==> src/rtl/lfsr_pkg.sv <==
package lfsr_pkg;
  localparam int CELL_W  = 31;
  localparam int N_CELLS = 16;
  localparam int WORD_W  = 32;
  localparam int HALF_W  = WORD_W / 2;
  localparam logic [CELL_W-1:0] ALL_ONES = '1;

  typedef logic [CELL_W-1:0] cell_t;

  // Multiply by 2^k modulo 2^CELL_W-1 is a left rotation by k.
  function automatic cell_t rotl(input cell_t v, input int k);
    cell_t r;
    for (int i = 0; i < CELL_W; i++) r[(i + k) % CELL_W] = v[i];
    return r;
  endfunction
endpackage

==> src/rtl/csa_mod.sv <==
module csa_mod
  import lfsr_pkg::*;
(
  input  cell_t a,
  input  cell_t b,
  input  cell_t c,
  output cell_t sum,
  output cell_t carry
);
  cell_t maj;
  always_comb begin
    sum   = a ^ b ^ c;
    maj   = (a & b) | (a & c) | (b & c);
    // carry weight doubles: rotate so bit 30 wraps to bit 0
    carry = {maj[CELL_W-2:0], maj[CELL_W-1]};
  end
endmodule

==> src/rtl/mod_sum_tree.sv <==
module mod_sum_tree
  import lfsr_pkg::*;
(
  input  cell_t             c0,
  input  cell_t             c4,
  input  cell_t             c10,
  input  cell_t             c13,
  input  cell_t             c15,
  input  logic              init_mode,
  input  logic [WORD_W-1:0] w_in,
  output cell_t             result
);
  localparam int N_OPS = 7;
  cell_t ops [N_OPS];
  cell_t s1a, k1a, s1b, k1b, s2, k2, s3, k3, s4, k4;
  logic [CELL_W:0]   wide;
  cell_t             folded;

  always_comb begin
    ops[0] = rotl(c15, 15);
    ops[1] = rotl(c13, 17);
    ops[2] = rotl(c10, 21);
    ops[3] = rotl(c4, 20);
    ops[4] = rotl(c0, 8);
    ops[5] = c0;
    ops[6] = init_mode ? w_in[WORD_W-1:1] : '0;
  end

  // level 1: 7 -> 5
  csa_mod u_l1a (.a(ops[0]), .b(ops[1]), .c(ops[2]), .sum(s1a), .carry(k1a));
  csa_mod u_l1b (.a(ops[3]), .b(ops[4]), .c(ops[5]), .sum(s1b), .carry(k1b));
  // level 2: 5 -> 4
  csa_mod u_l2  (.a(s1a), .b(k1a), .c(s1b), .sum(s2), .carry(k2));
  // level 3: 4 -> 3
  csa_mod u_l3  (.a(k1b), .b(ops[6]), .c(s2), .sum(s3), .carry(k3));
  // level 4: 3 -> 2
  csa_mod u_l4  (.a(k2), .b(s3), .c(k3), .sum(s4), .carry(k4));

  // single carry-propagate add, carry-out folded back in
  always_comb begin
    wide   = {1'b0, s4} + {1'b0, k4};
    folded = wide[CELL_W-1:0] + cell_t'(wide[CELL_W]);
    result = (folded == '0) ? ALL_ONES : folded;
  end
endmodule

==> src/rtl/lfsr_mod_update.sv <==
module lfsr_mod_update
  import lfsr_pkg::*;
(
  input  logic                      clk,
  input  logic                      rst,
  input  logic                      load_en,
  input  logic [N_CELLS*CELL_W-1:0] load_data,
  input  logic                      step_en,
  input  logic                      init_mode,
  input  logic [WORD_W-1:0]         w_in,
  output logic [WORD_W-1:0]         x0,
  output logic [WORD_W-1:0]         x1,
  output logic [WORD_W-1:0]         x2,
  output logic [WORD_W-1:0]         x3
);
  localparam int TOP = N_CELLS - 1;
  localparam longint unsigned MODV = (64'd1 << CELL_W) - 1;

  logic [N_CELLS-1:0][CELL_W-1:0] cells;
  cell_t fresh;

  mod_sum_tree u_tree (
    .c0(cells[0]), .c4(cells[4]), .c10(cells[10]), .c13(cells[13]),
    .c15(cells[15]), .init_mode(init_mode), .w_in(w_in), .result(fresh)
  );

  for (genvar i = 0; i < N_CELLS; i++) begin : g_cell
    cell_t nxt;
    if (i == TOP) begin : g_top
      assign nxt = fresh;
    end else begin : g_mid
      assign nxt = cells[i+1];
    end
    always_ff @(posedge clk) begin
      if (rst)          cells[i] <= '0;
      else if (load_en) cells[i] <= load_data[i*CELL_W +: CELL_W];
      else if (step_en) cells[i] <= nxt;
    end
  end

  assign x0 = {cells[15][CELL_W-1 -: HALF_W], cells[14][HALF_W-1:0]};
  assign x1 = {cells[11][HALF_W-1:0], cells[9][CELL_W-1 -: HALF_W]};
  assign x2 = {cells[7][HALF_W-1:0],  cells[5][CELL_W-1 -: HALF_W]};
  assign x3 = {cells[2][HALF_W-1:0],  cells[0][CELL_W-1 -: HALF_W]};

  // integer-arithmetic reference used only by the assertions below
  function automatic cell_t ref_next(input logic [N_CELLS-1:0][CELL_W-1:0] c,
                                     input logic im, input logic [WORD_W-1:0] w);
    longint unsigned acc;
    acc = ((longint'(c[15]) << 15) % MODV) + ((longint'(c[13]) << 17) % MODV)
        + ((longint'(c[10]) << 21) % MODV) + ((longint'(c[4]) << 20) % MODV)
        + ((longint'(c[0]) * 257) % MODV);
    if (im) acc = acc + longint'(w >> 1);
    acc = acc % MODV;
    if (acc == 0) acc = MODV;
    return acc[CELL_W-1:0];
  endfunction

  p_load_r2: assert property (@(posedge clk) disable iff (rst)
    load_en |=> cells == $past(load_data));
  p_shift_r3: assert property (@(posedge clk) disable iff (rst)
    (step_en && !load_en) |=> cells[0] == $past(cells[1]));
  p_value_r4: assert property (@(posedge clk) disable iff (rst)
    (step_en && !load_en) |=> cells[15] == $past(ref_next(cells, init_mode, w_in)));
  p_nonzero_r6: assert property (@(posedge clk) disable iff (rst)
    (step_en && !load_en) |=> cells[15] != '0);
  p_hold_r7: assert property (@(posedge clk) disable iff (rst)
    (!step_en && !load_en) |=> $stable(cells));
endmodule

==> config.mk <==
export PLATFORM = sky130hd
export DESIGN_NAME = lfsr_mod_update
export DESIGN_NICKNAME = d
export VERILOG_FILES = /design/src/rtl/lfsr_pkg.sv /design/src/rtl/csa_mod.sv /design/src/rtl/mod_sum_tree.sv /design/src/rtl/lfsr_mod_update.sv
export SDC_FILE = /design/constraint.sdc
export NUM_CORES = 1
export LEC_CHECK = 0
export BUFFER_PORTS_ARGS = -buffer_cell sky130_fd_sc_hd__buf_2
export CORE_AREA = 2 2 256 258
export CTS_CLUSTER_SIZE = 10
export DETAILED_ROUTE_END_ITERATION = 7
export DIE_AREA = 0 0 258 260
export GPL_ROUTABILITY_DRIVEN = 0
export PLACE_DENSITY = 0.71
export SYNTH_ARGS = -nofsm -noshare
export SYNTH_HDL_FRONTEND = slang
export SYNTH_HIERARCHICAL = 1
export SYNTH_SLANG_ARGS = --single-unit
==> constraint.sdc <==
create_clock -name clk -period 16.1 [get_ports clk]
set_input_delay 0.805 -clock clk [delete_from_list [all_inputs] [get_ports clk]]
set_output_delay 0.805 -clock clk [all_outputs]
set_load 0.01 [all_outputs]
==> impl_metrics.ini <==
[yosys]
postSynthCellCount = 2977
yosysMostFrequentCell = a211oi_1
synth_area_mm2 = 0.0303
synth_seq_cells = 496
synthTopCellsByCount = a211oi_1 (504), mux2i_1 (501), nor2b_1 (497)
yosysTopAreaCell = dfxtp_1
synth_top_cells_by_area = dfxtp_1 (33%), mux2i_1 (17%), a211oi_1 (12%)
synth.top_cell.area_share_pct = 32.7
synth_flop_cell = dfxtp_1
async_reset_ff_share_pct = 0
syn_area_per_cell_um2 = 10.2
synth_edf_count = 0
ys_seq_area_share_pct = 32.7
synth_cell_types = 70
yosysWarningCount = 6
syn_nets = 3699

[die]
start_util_pct = 47.3
dieArea_mm2 = 0.0671
placementRows = 93
fp.dieW_um = 258
coreArea_mm2 = 0.0641
die_y_um = 260
ios = 661

[worst_setup_path]
cpPeakStageDelay_ps = 880
start_kind = flip-flop
endpoint_kind = flip-flop
cpLargestDelayFamily = compound AO/OA/AOI/OAI gates
crit_arrival_ps = 9980
cp_num_buf_inv = 1
crit_required_ps = 16610
r2r-start = x3[9]
worstSetupStartpoint = x3[9]
crit_fanout = 31
critical_path_depth = 30
critPathKind = flip-flop to flip-flop
cp_common_cell = fa_1
r2r_cells = 30
worst_path_max_delay_cell = a2111o_1

[power_and_ir_drop]
p_seq_share_pct = 20.9
max-vdd-ir-drop_mv = 0.213
p_comb_share_pct = 62.6
pwr-share-clk_pct = 16.5
leakage_nw = 14.9
power_density_mw_per_mm2 = 214
p_int_mw = 3.84
p_sw_mw = 3.51
swShare_pct = 47.8

[clock_tree]
clockRootBuffer = clkbuf_16
cts_made_buffers = 58
clkLatencyLatePin_ps = 620
cts_num_sinks = 496
clk_path_buf_depth = 3
holdBufCountCts = 0
cts_resized = 0
post-cts-setup-buffer-count = 0
clk_pin_slew_ps = 60
htree_num_levels = 2
cts_tree = yes

[sta]
setup_viol = 0
tightest_slew_ps = 1140
relSlewSlack_pct = 24.2
fin_crit_sh_pct = 58.8
hold_viol_final = 0
fin_crit_ps = 9470
slew_viol_final = 0
finalClockSkew_ps = 30.3
hold_slack_ps = 471
grt_setup_unrepaired = no
setup_slack_ps = 6630
max_freq_mhz = 106
tns_ps = 0

[finish]
fin_nets = 4067
syn_to_final_growth_pct = 13.0
drive_gt1_share_pct = 23.1
fillerInstances = 5864
layout.cells.non_filler = 4247

[route]
routedWlPerCell_um = 24.0
vias = 24000
drc_errors = 0
dr.pass1.iters = 6
first_iter_violations = 2041
wirelength_um = 102000
postRouteAntennaNets = 0
via_per_inst = 5.64

[worst_hold_path]
hp-class = input pin to flip-flop
min_from = load_data[308]
min_path_cells = 3

[grt]
grt_pass1_vias = 24000
antenna_found_initial = 39
grt_pass1_wl_um = 150000
grt_util_met2_pct = 49.4
grt_use_met3_pct = 5.81
grt_busiest_layer = met2
grt_max_degree = 192
grt_usage_pct = 29.4
grt-ovfl-total = 0
use_met1_pct = 37.7

[placed_design]
io_buffers = 659
pre_cts_ws_ps = 6800
dp_hpwl_um = 76500
dpl.cell_count = 4140

[run_status]
status = complete, no violations

[flow_run]
cap_violations = 0
[per-layer routing]
metal / wire (µm) / part of all wire, % / up-vias
met2: 49400 / 48 / 821
met3: 6620 / 6.5 / 194
li1: - / - / 11300
met4: 3140 / 3.1 / 24
met5: 158 / 0.15 / -
met1: 42800 / 42 / 11600
[worst reg2reg max path: cells and delay by family (launching register included)]
| kind | cells | cell delay, ps |
|---|---|---|
| xor+xnor | 1 | 130 |
| buf+inv | 1 | 60 |
| mux | 1 | 130 |
| compound gates | 13 | 4460 |
| fa+ha+maj | 7 | 2740 |
| flops | 1 | 600 |
| simple gates | 7 | 1240 |
[cell families after synthesis]
logic type                 Yosys count  synth area share (%)
xor gates and xnor gates            49                  1.41
muxes                              503                  16.6
buffers and inverters              382                  7.92
DFF                                496                  32.7
and+or+nand+nor                    735                  14.5
AOI/OAI and AO/OA                  623                  15.2
adders and majority gates          189                  11.7
[area by class of cell]
class / instances / area, µm² / area share [%]
flip-flops and latches: 496 / 9930 / 29.0
clock inverters: 6 / 83.8 / 0.244
well taps: 855 / 1070 / 3.12
diodes: 30 / 75.1 / 0.219
multi-input cells: 2099 / 18000 / 52.5
repair buffers: 677 / 3490 / 10.2
clock buffers: 71 / 1580 / 4.61
inverters: 13 / 56.3 / 0.164
[power by group through the flow]
stage,clock (mW),combinational (mW),sequential [mW]
floorplan,0,3.46,1.46
global placement,0,4.42,1.56
detailed placement,0,4.48,1.56
CTS,1.23,4.52,1.54
global route,1.28,5.03,1.55
finish,1.21,4.60,1.53
[through the flow]
stage	util (%)	cell area [µm²]	power [mW]
final	53.5	34300	7.35
after global routing	53.5	34300	7.85
after CTS	53.4	34200	7.28
after detailed placement	50.8	32600	6.04
after global placement	50.8	32600	5.98
after floorplan	-	30300	4.92
[placed cells by master (no fill, tap or decap), drive strengths merged, types with 10 or more instances in the layout]
master / n
xor2: 22
nor2b: 497
dfxtp: 496
nand4: 11
xnor2: 27
nor2: 32
diode: 30
inv: 13
and2: 38
a21oi: 35
mux2i: 501
nor3: 16
a21o: 10
buf: 677
nand2b: 10
or3: 11
fa: 156
nand2: 66
nand3: 15
o21ai: 26
clkbuf: 71
ha: 33
a211oi: 505
[registers in the layout, indices dropped and copies added (netlist names)]
signal / count
cells: 15
g_cell.nxt: 465
x3: 16
[path summary, 6_finish.rpt]
path | endpoint | slack (ps)
max reg2reg | g_cell[14].nxt[5] | 6630
min | g_cell[8].nxt[29] | 470
min reg2reg | g_cell[10].nxt[28] | 550
max | g_cell[14].nxt[5] | 6630
Note: power is estimated with default switching activity, not from simulation.
